[config.mk]
export PLATFORM = sky130hd
export DESIGN_NAME = softstart_seq
export DESIGN_NICKNAME = d
export VERILOG_FILES = /design/src/rtl/softstart_seq.sv
export SDC_FILE = /design/constraint.sdc
export NUM_CORES = 1
export LEC_CHECK = 0
export ABC_AREA = 1
export BUFFER_PORTS_ARGS = -buffer_cell sky130_fd_sc_hd__buf_2
export CAP_MARGIN = 10
export CORE_AREA = 8 8 78 66
export CTS_BUF_LIST = sky130_fd_sc_hd__clkbuf_2
export DETAILED_ROUTE_END_ITERATION = 10
export DIE_AREA = 0 0 86 74
export PLACE_DENSITY = 0.75
export SYNTH_ARGS = -nofsm -noshare
export SYNTH_HDL_FRONTEND = slang
export SYNTH_SLANG_ARGS = --single-unit
[constraint.sdc]
create_clock -name clk -period 2.06 [get_ports clk]
set_clock_uncertainty 0.1 [all_clocks]
set_input_delay 0.412 -clock clk [delete_from_list [all_inputs] [get_ports clk]]
set_output_delay 0.412 -clock clk [all_outputs]
set_load 0.01 [all_outputs]
[src/rtl/softstart_seq.sv]
module softstart_seq #(
  parameter int REF_W      = 8,
  parameter int DLY_TICKS  = 16,
  parameter int STEP_TICKS = 16,
  parameter int NL_TICKS   = 2
) (
  input  logic             clk,
  input  logic             rst_n,
  input  logic             tick,
  input  logic             en,
  input  logic [5:0]       vid,
  input  logic [1:0]       vid_mode,
  input  logic [REF_W-1:0] target,
  input  logic             fb_above,
  input  logic             ov_latched,
  output logic [REF_W-1:0] ref_out,
  output logic             drv_en,
  output logic             pwm_en,
  output logic             ovp_sel,
  output logic             ss_done
);
  localparam int CMAX  = (DLY_TICKS > STEP_TICKS) ?
                         ((DLY_TICKS > NL_TICKS) ? DLY_TICKS : NL_TICKS) :
                         ((STEP_TICKS > NL_TICKS) ? STEP_TICKS : NL_TICKS);
  localparam int CNT_W = $clog2(CMAX + 1);

  typedef enum logic [2:0] {S_IDLE, S_DLY, S_RAMP, S_RUN, S_NLW, S_SHUT, S_OVF} st_t;

  st_t              st;
  logic [CNT_W-1:0] cnt;
  logic [REF_W-1:0] ref_q;
  logic             drv_on;
  logic             noload;
  logic [REF_W:0]   ref_nx;

  assign noload  = (vid_mode == 2'd0) ? (vid[5:1] == 5'h1F) : (vid[4:0] == 5'h1F);
  assign ref_nx  = {1'b0, ref_q} + 1'b1;
  assign ref_out = ref_q;
  assign pwm_en  = (st == S_DLY) || (st == S_RAMP) || (st == S_RUN) || (st == S_NLW);
  assign drv_en  = drv_on && pwm_en;
  assign ovp_sel = (st == S_SHUT);
  assign ss_done = (st == S_RUN) && (ref_q == target);

  always_ff @(posedge clk or negedge rst_n) begin
    if (!rst_n) begin
      st     <= S_IDLE;
      cnt    <= '0;
      ref_q  <= '0;
      drv_on <= 1'b0;
    end else if (!en) begin
      st     <= S_IDLE;
      cnt    <= '0;
      ref_q  <= '0;
      drv_on <= 1'b0;
    end else if (ov_latched || st == S_OVF) begin
      st     <= S_OVF;
      cnt    <= '0;
      ref_q  <= '0;
      drv_on <= 1'b0;
    end else begin
      case (st)
        S_IDLE: begin
          cnt    <= '0;
          drv_on <= 1'b0;
          st     <= noload ? S_SHUT : S_DLY;
        end
        S_DLY, S_RAMP, S_RUN: begin
          if (noload) begin
            st  <= S_NLW;
            cnt <= '0;
          end else if (st == S_DLY) begin
            if (!fb_above) drv_on <= 1'b1;
            if (tick) begin
              if (cnt == CNT_W'(DLY_TICKS - 1)) begin
                st  <= S_RAMP;
                cnt <= '0;
              end else cnt <= cnt + 1'b1;
            end
          end else if (st == S_RAMP) begin
            if (!fb_above) drv_on <= 1'b1;
            if (ref_q >= target) begin
              st     <= S_RUN;
              ref_q  <= target;
              drv_on <= 1'b1;
            end else if (tick) begin
              if (cnt == CNT_W'(STEP_TICKS - 1)) begin
                cnt   <= '0;
                ref_q <= ref_nx[REF_W-1:0];
                if (ref_nx >= {1'b0, target}) begin
                  st     <= S_RUN;
                  drv_on <= 1'b1;
                end
              end else cnt <= cnt + 1'b1;
            end
          end else begin
            ref_q  <= target;
            drv_on <= 1'b1;
          end
        end
        S_NLW: begin
          if (!noload) begin
            st     <= S_DLY;
            cnt    <= '0;
            ref_q  <= '0;
            drv_on <= 1'b0;
          end else if (tick) begin
            if (cnt == CNT_W'(NL_TICKS - 1)) begin
              st     <= S_SHUT;
              cnt    <= '0;
              ref_q  <= '0;
              drv_on <= 1'b0;
            end else cnt <= cnt + 1'b1;
          end
        end
        S_SHUT: begin
          if (!noload) begin
            st  <= S_DLY;
            cnt <= '0;
          end
        end
        default: st <= S_OVF;
      endcase
    end
  end

  assert_idle_on_disable_R1: assert property (@(posedge clk) disable iff (!rst_n)
    !en |=> (ref_out == '0 && !drv_en && !pwm_en && !ovp_sel && !ss_done));

  assert_ramp_unit_step_R3: assert property (@(posedge clk) disable iff (!rst_n)
    (st == S_RAMP) |=> (st != S_RAMP || ref_out == $past(ref_out) || ref_out == $past(ref_out) + 1'b1));

  assert_ramp_holds_without_tick_R4: assert property (@(posedge clk) disable iff (!rst_n)
    (st == S_RAMP && !tick && en && !ov_latched && !noload && ref_q < target) |=> $stable(ref_out));

  assert_shutdown_on_tick_R6: assert property (@(posedge clk) disable iff (!rst_n)
    ($rose(ovp_sel) && $past(st) == S_NLW) |-> $past(tick));

  assert_ov_sticky_R8: assert property (@(posedge clk) disable iff (!rst_n)
    (st == S_OVF && en) |=> (st == S_OVF && !pwm_en && !ovp_sel));
endmodule

==> key figures, run 1 <==
Run status
  • Status: finished, violations left
  • Failing checks: negative setup slack

Synth
  • Yosys cell types: 30
  • Post-synth top flop: dfrtp_1
  • Synth area leaders: dfrtp_1 (23%), nand2_1 (16%), ha_1 (14%)
  • Flops & latches, synth: 17
  • Syn_nets: 331
  • Most frequent cells after synthesis: nand2_1 (83), inv_1 (42), nand3_1 (25)
  • Most common cell in the netlist: nand2_1
  • Post-Synthesis Cells: 288
  • Post-Syn Area: 0.00189 sq mm
  • Top cell type's share of synthesized area: 22.5%
  • Synth Area per Inst: 6.56 sq um
  • Post-synth ARST share: 100%
  • Leading area contributor after synthesis: dfrtp_1
  • Yosys warning count: 0
  • EDFF count, synth: 0
  • Seq/Total Area, Yosys: 22.5%

Clock tree
  • Cts bufs inserted: 3
  • Longest Clk Path Bufs: 2
  • Clock sink count: 17
  • Clk pin slew, worst setup/hold paths: 190 ps
  • Clock Root Buffer: clkbuf_2
  • Htree depth: 1
  • CTS tree: built
  • Worst skew pair latency: 330 ps

Setup path
  • Kind of critical path: reg2reg
  • Cells along the critical path: nand3_1, nor2_2, inv_1, nor3_1, xor2_1, inv_1, ha_1, a31oi_2, nand3_2, nand2_2, nand2_4, nand2_4, nand2_2, nand2_2
  • Most used cell, CP: nand2_2
  • Crit path DAT: 2540 ps
  • R2R Setup Slk: -310 ps
  • CP required: 2240 ps
  • Critical path's slowest cell: dfrtp_2
  • CP peak stage delay: 460 ps
  • Crit path max fanout: 4
  • Startpoint types: flip-flop
  • Family with the most delay on the worst path: simple AND/OR/NAND/NOR gates
  • Crit. End Element: flip-flop
  • Crit path buf inv count: 2

Timing
  • Endpoints failing setup: 13
  • Pins Over Slew Limit: 0
  • F_max: 0.423 GHz
  • RSZ-0062 raised after global routing: true
  • Tcrit/Tclk final: 115%
  • Hold slack: 263 ps
  • Setup WS post-layout: -305 ps
  • Tmin final: 2370 ps
  • Fin. Hold Viols: 0
  • Post-route setup TNS: -1910 ps
  • Slew @ Worst Pin: 429 ps
  • Rel. slew slack: 71.4%

Floorplanning
  • Core Rows: 21
  • I/O pins: 34
  • Initial Util: 47.6%
  • Core footprint: 0.00397 sq mm
  • Die width: 86 um
  • Full die area: 0.00636 sq mm
  • Chip height: 74 um

Placed design
  • Setup WS pre-CTS: -249 ps
  • Port Buf Inserts: 33
  • Dpl hpwl: 4.04 mm
  • Placer Congestion: 0.920

Cells and area
  • FILL cells: 338
  • # diodes: 0
  • Area Overhead vs Synth: 42.5%
  • Fin nets: 412
  • Layout cells sized above 1: 41.3%

Route
  • Vias/cell: 5.04
  • Antenna Nets Post-Route: 0
  • Drt total wl: 5.73 mm
  • DRC violations left: 0
  • Post-DR wirelength/cell: 13.5 um
  • Pre-Repair DR Iteration Count: 5
  • DR vias: 2143
  • Number of DRC markers in iteration 0: 217

Global routing
  • Largest net degree at the start of global routing: 18
  • First-pass GRT wire length: 8.43 mm
  • Initial antenna violation count: 0
  • Vias in the first global route: 1927
  • All-Layer GR Usage: 16.2%
  • Overflow after GRT: 0

Power
  • Power per cell area: 871 mW/mm^2
  • Max IR drop VDD: 0.380 mV
  • Lkg Pwr: 1.50 nW

Worst hold path
  • Hold Path Class: in2reg

Job
  • Max-cap violations: 0
[worst reg2reg max path, cell delays in order, from the launching register on]
cell     delay [ps]
dfrtp_2         460
nand3_1         150
nor2_2          140
inv_1            70
nor3_1          190
xor2_1          220
inv_1            60
ha_1            190
a31oi_2         220
nand3_2         120
nand2_2         110
nand2_4          70
nand2_4         100
nand2_2          50
nand2_2          50
[per-stage QoR]
stage | instance area [sq um] | cells | utilization (%) | total power, W
final | 2690 | 425 | 67.8 | 0.00235
after global placement | 2340 | 404 | 58.9 | 0.00173
after CTS | 2500 | 417 | 62.9 | 0.00205
after global routing | 2690 | 425 | 67.8 | 0.00253
after floorplan | 1910 | 288 | - | 0.00134
after detailed placement | 2340 | 404 | 58.9 | 0.00176
[state kept, by name, indices dropped and copies added, names as in the netlist]
register and flops:
ref_out 8, drv_on 1, cnt 5, st 3
[repair_timing]
action,in CTS,in global routing
setup endpoints to repair,15,20
gates cloned,1,0
pin swaps,8,17
hold buffers,1,0
endpoints found under the hold margin,17,0
buffers inserted,7,8
gates resized for setup,17,37
[power by group]
group | internal, W | total [W] | switching, W
Combinational | 0.000693 | 0.00168 | 0.000982
Clock | 0.0000440 | 0.000166 | 0.000122
Sequential | 0.000416 | 0.000505 | 0.0000885
[layout make-up]
cell class | count | area [sq um] | share of cell area (%)
clock buffer | 3 | 15.0 | 0.558
clock inverter | 1 | 5.00 | 0.186
inverter | 48 | 183 | 6.79
multi-input combinational | 221 | 1460 | 54.3
sequential | 17 | 433 | 16.1
tap | 57 | 71.3 | 2.65
timing repair buffer | 78 | 524 | 19.5
[logic make-up after synthesis]
logic type | count (synthesis) | synth area share [%]
adders and majority gates | 21 | 13.9
xor gates and xnor gates | 7 | 3.25
buffers and inverters | 51 | 10.9
AOI/OAI and AO/OA | 35 | 11.7
and+or+nand+nor | 157 | 37.7
DFF | 17 | 22.5
[metal layers]
metal / share of wire (%) / vias to the layer above / global-route usage, %
li1: - / 1090 / -
met1: 45 / 985 / 21.5
met2: 48 / 62 / 27.2
met3: 6.0 / 6 / 2.54
met4: 0.82 / 0 / 2.71
met5: 0 / - / 0
[cells in the final DEF, fill, tap and decap left out, types with 7 or more instances in the layout]
cell	synthesis	final
buf_4	1	39
nand2_1	83	71
nand3_1	25	21
inv_1	42	40
a21oi_1	8	7
o21ai_2	6	7
inv_2	5	7
dfrtp_1	17	11
nor2_2	3	9
buf_2	1	33
nand2_2	4	14
ha_1	21	19
nor2_1	24	15
[path summary, 6_finish.rpt]
path                            cells past startpoint              startpoint                     end
worst max register to register                     14  ref_out[1]$_DFFE_PN0P_       st[1]$_DFFE_PN0P_
worst min register to register                      2      drv_on$_DFFE_PN0P_      drv_on$_DFFE_PN0P_
worst min-delay path                                3                      en      cnt[4]$_DFFE_PN0P_
worst max-delay path                               14  ref_out[1]$_DFFE_PN0P_       st[1]$_DFFE_PN0P_
min in group asynchronous                           2                   rst_n      cnt[2]$_DFFE_PN0P_
max in group asynchronous                           2                   rst_n  ref_out[5]$_DFFE_PN0P_
Power figures use the tool's default switching activity.
==> run 2, diff against run 1 <==
--- a/config.mk
+++ b/config.mk
@@ -8,11 +8,13 @@
 export ABC_AREA = 1
 export BUFFER_PORTS_ARGS = -buffer_cell sky130_fd_sc_hd__buf_2
 export CAP_MARGIN = 10
-export CORE_AREA = 8 8 78 66
+export CELL_PAD_IN_SITES_DETAIL_PLACEMENT = 0
+export CELL_PAD_IN_SITES_GLOBAL_PLACEMENT = 1
+export CORE_AREA = 8 8 89 75
 export CTS_BUF_LIST = sky130_fd_sc_hd__clkbuf_2
 export DETAILED_ROUTE_END_ITERATION = 10
-export DIE_AREA = 0 0 86 74
-export PLACE_DENSITY = 0.75
+export DIE_AREA = 0 0 97 83
+export PLACE_DENSITY = 0.79
 export SYNTH_ARGS = -nofsm -noshare
 export SYNTH_HDL_FRONTEND = slang
 export SYNTH_SLANG_ARGS = --single-unit
==> key figures, run 2 (synthesis gave the netlist of run 1 again) <==
Clock tree
  • Clock sink count: 17 (unchanged)
  • Clock Root Buffer: clkbuf_2
  • Worst skew pair latency: 350 ps (+20 ps)
  • Cts bufs inserted: 3 (unchanged)
  • Longest Clk Path Bufs: 2 (unchanged)
  • CTS tree: built
  • Htree depth: 1 (unchanged)
  • Clk pin slew, worst setup/hold paths: 220 ps (+30 ps)

Route
  • DRC violations left: 0 (unchanged)
  • DR vias: 2192 (+2.3%)
  • Antenna Nets Post-Route: 0 (unchanged)
  • Pre-Repair DR Iteration Count: 4 (-1)
  • Vias/cell: 4.89 (-3.0%)
  • Drt total wl: 6.15 mm (+7.4%)
  • Number of DRC markers in iteration 0: 126 (-42%)
  • Post-DR wirelength/cell: 13.7 um (+1.9%)

Placed design
  • Placer Congestion: 0.903 (-1.9%)
  • Placed cell count: 414 (+2.5%)
  • Port Buf Inserts: 33 (unchanged)
  • Dpl hpwl: 4.23 mm (+4.6%)

Timing
  • Hold slack: 285 ps (+21.7 ps)
  • F_max: 0.434 GHz (+2.5%)
  • Pins Over Slew Limit: 0 (unchanged)
  • Tcrit/Tclk final: 112% (-2.8 points)
  • Rel. slew slack: 69.8% (-1.6 points)
  • Slew @ Worst Pin: 453 ps (+24.0 ps)
  • Setup WS post-layout: -247 ps (+58.4 ps)
  • Endpoints failing setup: 13 (unchanged)
  • Fin. Hold Viols: 0 (unchanged)
  • Tmin final: 2310 ps (-58.4 ps)
  • RSZ-0062 raised after global routing: true

Cells and area
  • Finished Layout Cells: 448 (+5.4%)
  • Max reg flops: 8 (unchanged)
  • Fin nets: 427 (+3.6%)
  • FILL cells: 497 (+47%)
  • Area of the multi-input gates: 0.00167 sq mm (+14%)
  • Seq. cell area: 432 sq um (-0.29%)
  • # diodes: 0 (unchanged)
  • Layout cells sized above 1: 49.6% (+8.3 points)
  • Area Overhead vs Synth: 61.7%
  • Most common cell after layout, fill and taps aside: nand2_1
  • Most frequent cells in the layout: nand2_1 (63), buf_4 (46), inv_1 (37)

Worst hold path
  • Hold Path Class: in2reg

Power
  • Switching Fraction: 50.0% (-0.82 points)
  • Sw power: 0.00139 W (+17%)
  • Lkg Pwr: 1.67 nW (+11%)
  • Internal: 0.00139 W (+21%)
  • Max IR drop VDD: 0.426 mV (+12%)
  • Power per cell area: 912 mW/mm^2 (+4.6%)
  • Reg power frac: 17.8% (-3.7 points)
  • Comb pwr share: 75.8% (+4.4 points)
  • Clock Power Share: 6.4% (-0.7 points)

Run status
  • Status: finished, violations left
  • Failing checks: negative setup slack

Setup path
  • Crit. End Element: flip-flop
  • Critical path's slowest cell: dfrtp_1
  • Crit path buf inv count: 3 (+1)
  • Family with the most delay on the worst path: simple AND/OR/NAND/NOR gates
  • Crit path max fanout: 4 (unchanged)
  • Crit path DAT: 2510 ps (-30 ps)
  • Kind of critical path: reg2reg
  • Cells along the critical path: buf_6, buf_6, nand3_4, xnor2_2, ha_1, nand2_1, inv_2, nand3_2, nand3_2, nand2_1, nand2_1, nand2_2, nand3_2, nand2_2, nand2_4, nand2_4, nand2_2, nand2_1
  • CP required: 2270 ps (+30 ps)
  • CP peak stage delay: 470 ps (about the same)
  • Most used cell, CP: nand2_1
  • Startpoint types: flip-flop

Floorplanning
  • Core Rows: 24 (+14%)
  • Chip height: 83 um (+12%)
  • I/O pins: 34 (unchanged)
  • Die width: 97 um (+13%)
  • Core footprint: 0.00526 sq mm (+32%)
  • Initial Util: 36.0% (-12 points)
  • Full die area: 0.00805 sq mm (+27%)

Global routing
  • All-Layer GR Usage: 14.0% (-2.2 points)
  • Largest net degree at the start of global routing: 18 (unchanged)
  • Initial antenna violation count: 0 (unchanged)
  • Vias in the first global route: 2055 (+6.6%)
  • Overflow after GRT: 0 (unchanged)
  • First-pass GRT wire length: 9.67 mm (+15%)

Job
  • Max-cap violations: 0 (unchanged)
[run 2: final timing paths]
kind                                        start                      to  slack (ps)  cells after the start
setup / recovery           ref_out[3]$_DFFE_PN0P_       st[2]$_DFFE_PN0P_        -250                     18
hold / removal                                 en      cnt[4]$_DFFE_PN0P_         280                      3
setup reg to reg           ref_out[3]$_DFFE_PN0P_       st[2]$_DFFE_PN0P_        -250                     18
hold reg to reg                cnt[4]$_DFFE_PN0P_      cnt[4]$_DFFE_PN0P_         440                      2
max in group asynchronous                   rst_n  ref_out[0]$_DFFE_PN0P_        1080                      2
min in group asynchronous                   rst_n  ref_out[6]$_DFFE_PN0P_         400                      2
[run 2: worst min-delay path: cells and delay by family]
family / cells / cell delay [ps]
and+or+nand+nor: 1 / 80
AOI/OAI and AO/OA: 1 / 80
buffers and inverters: 1 / 100
[run 2: repair_timing]
action / CTS / global route
pin swaps: 14 / 39
setup buffers: 11 / 16
gates resized for setup: 38 / 65
cloned: 1 / 1
endpoints found under the setup margin: 20 / 21
hold buffers: 1 / 0
hold endpoints to repair: 17 / 0
[run 2: through the flow]
| step | setup WS (ps) | util (%) | TNS [ps] | power, W | area, sq um |
|---|---|---|---|---|---|
| floorplan | -30.5 | - | -87.9 | 0.00134 | 1910 |
| global placement | -247 | 45.2 | -3050 | 0.00180 | 2370 |
| detailed placement | -239 | 45.2 | -3170 | 0.00181 | 2370 |
| CTS | -334 | 50.3 | -1200 | 0.00224 | 2650 |
| global route | -428 | 58.1 | -4310 | 0.00300 | 3060 |
| finish | -247 | 58.1 | -2420 | 0.00279 | 3060 |
[run 2: per-layer routing]
metal / global-route usage (%) / vias to the layer above / share of wire (%)
met5: 0 / - / 0
met3: 3.06 / 6 / 5.9
met1: 19.4 / 1005 / 46
li1: - / 1123 / -
met4: 1.67 / 0 / 1.2
met2: 21.9 / 58 / 47
[run 2: area by class of cell]
type | instances | area share [%]
Sequential cell | 17 | 14.1
Timing Repair Buffer | 93 | 21.9
Multi-Input combinational cell | 221 | 54.6
Inverter | 48 | 6.06
Tap cell | 65 | 2.66
Clock buffer | 4 | 0.655
[run 2: power groups by stage]
stage	combinational (W)	clock [W]	sequential, W
after global routing	0.00230	0.000196	0.000508
final	0.00211	0.000177	0.000497
after global placement	0.00128	0	0.000520
after CTS	0.00155	0.000182	0.000503
after floorplan	0.000809	0	0.000530
after detailed placement	0.00129	0	0.000521
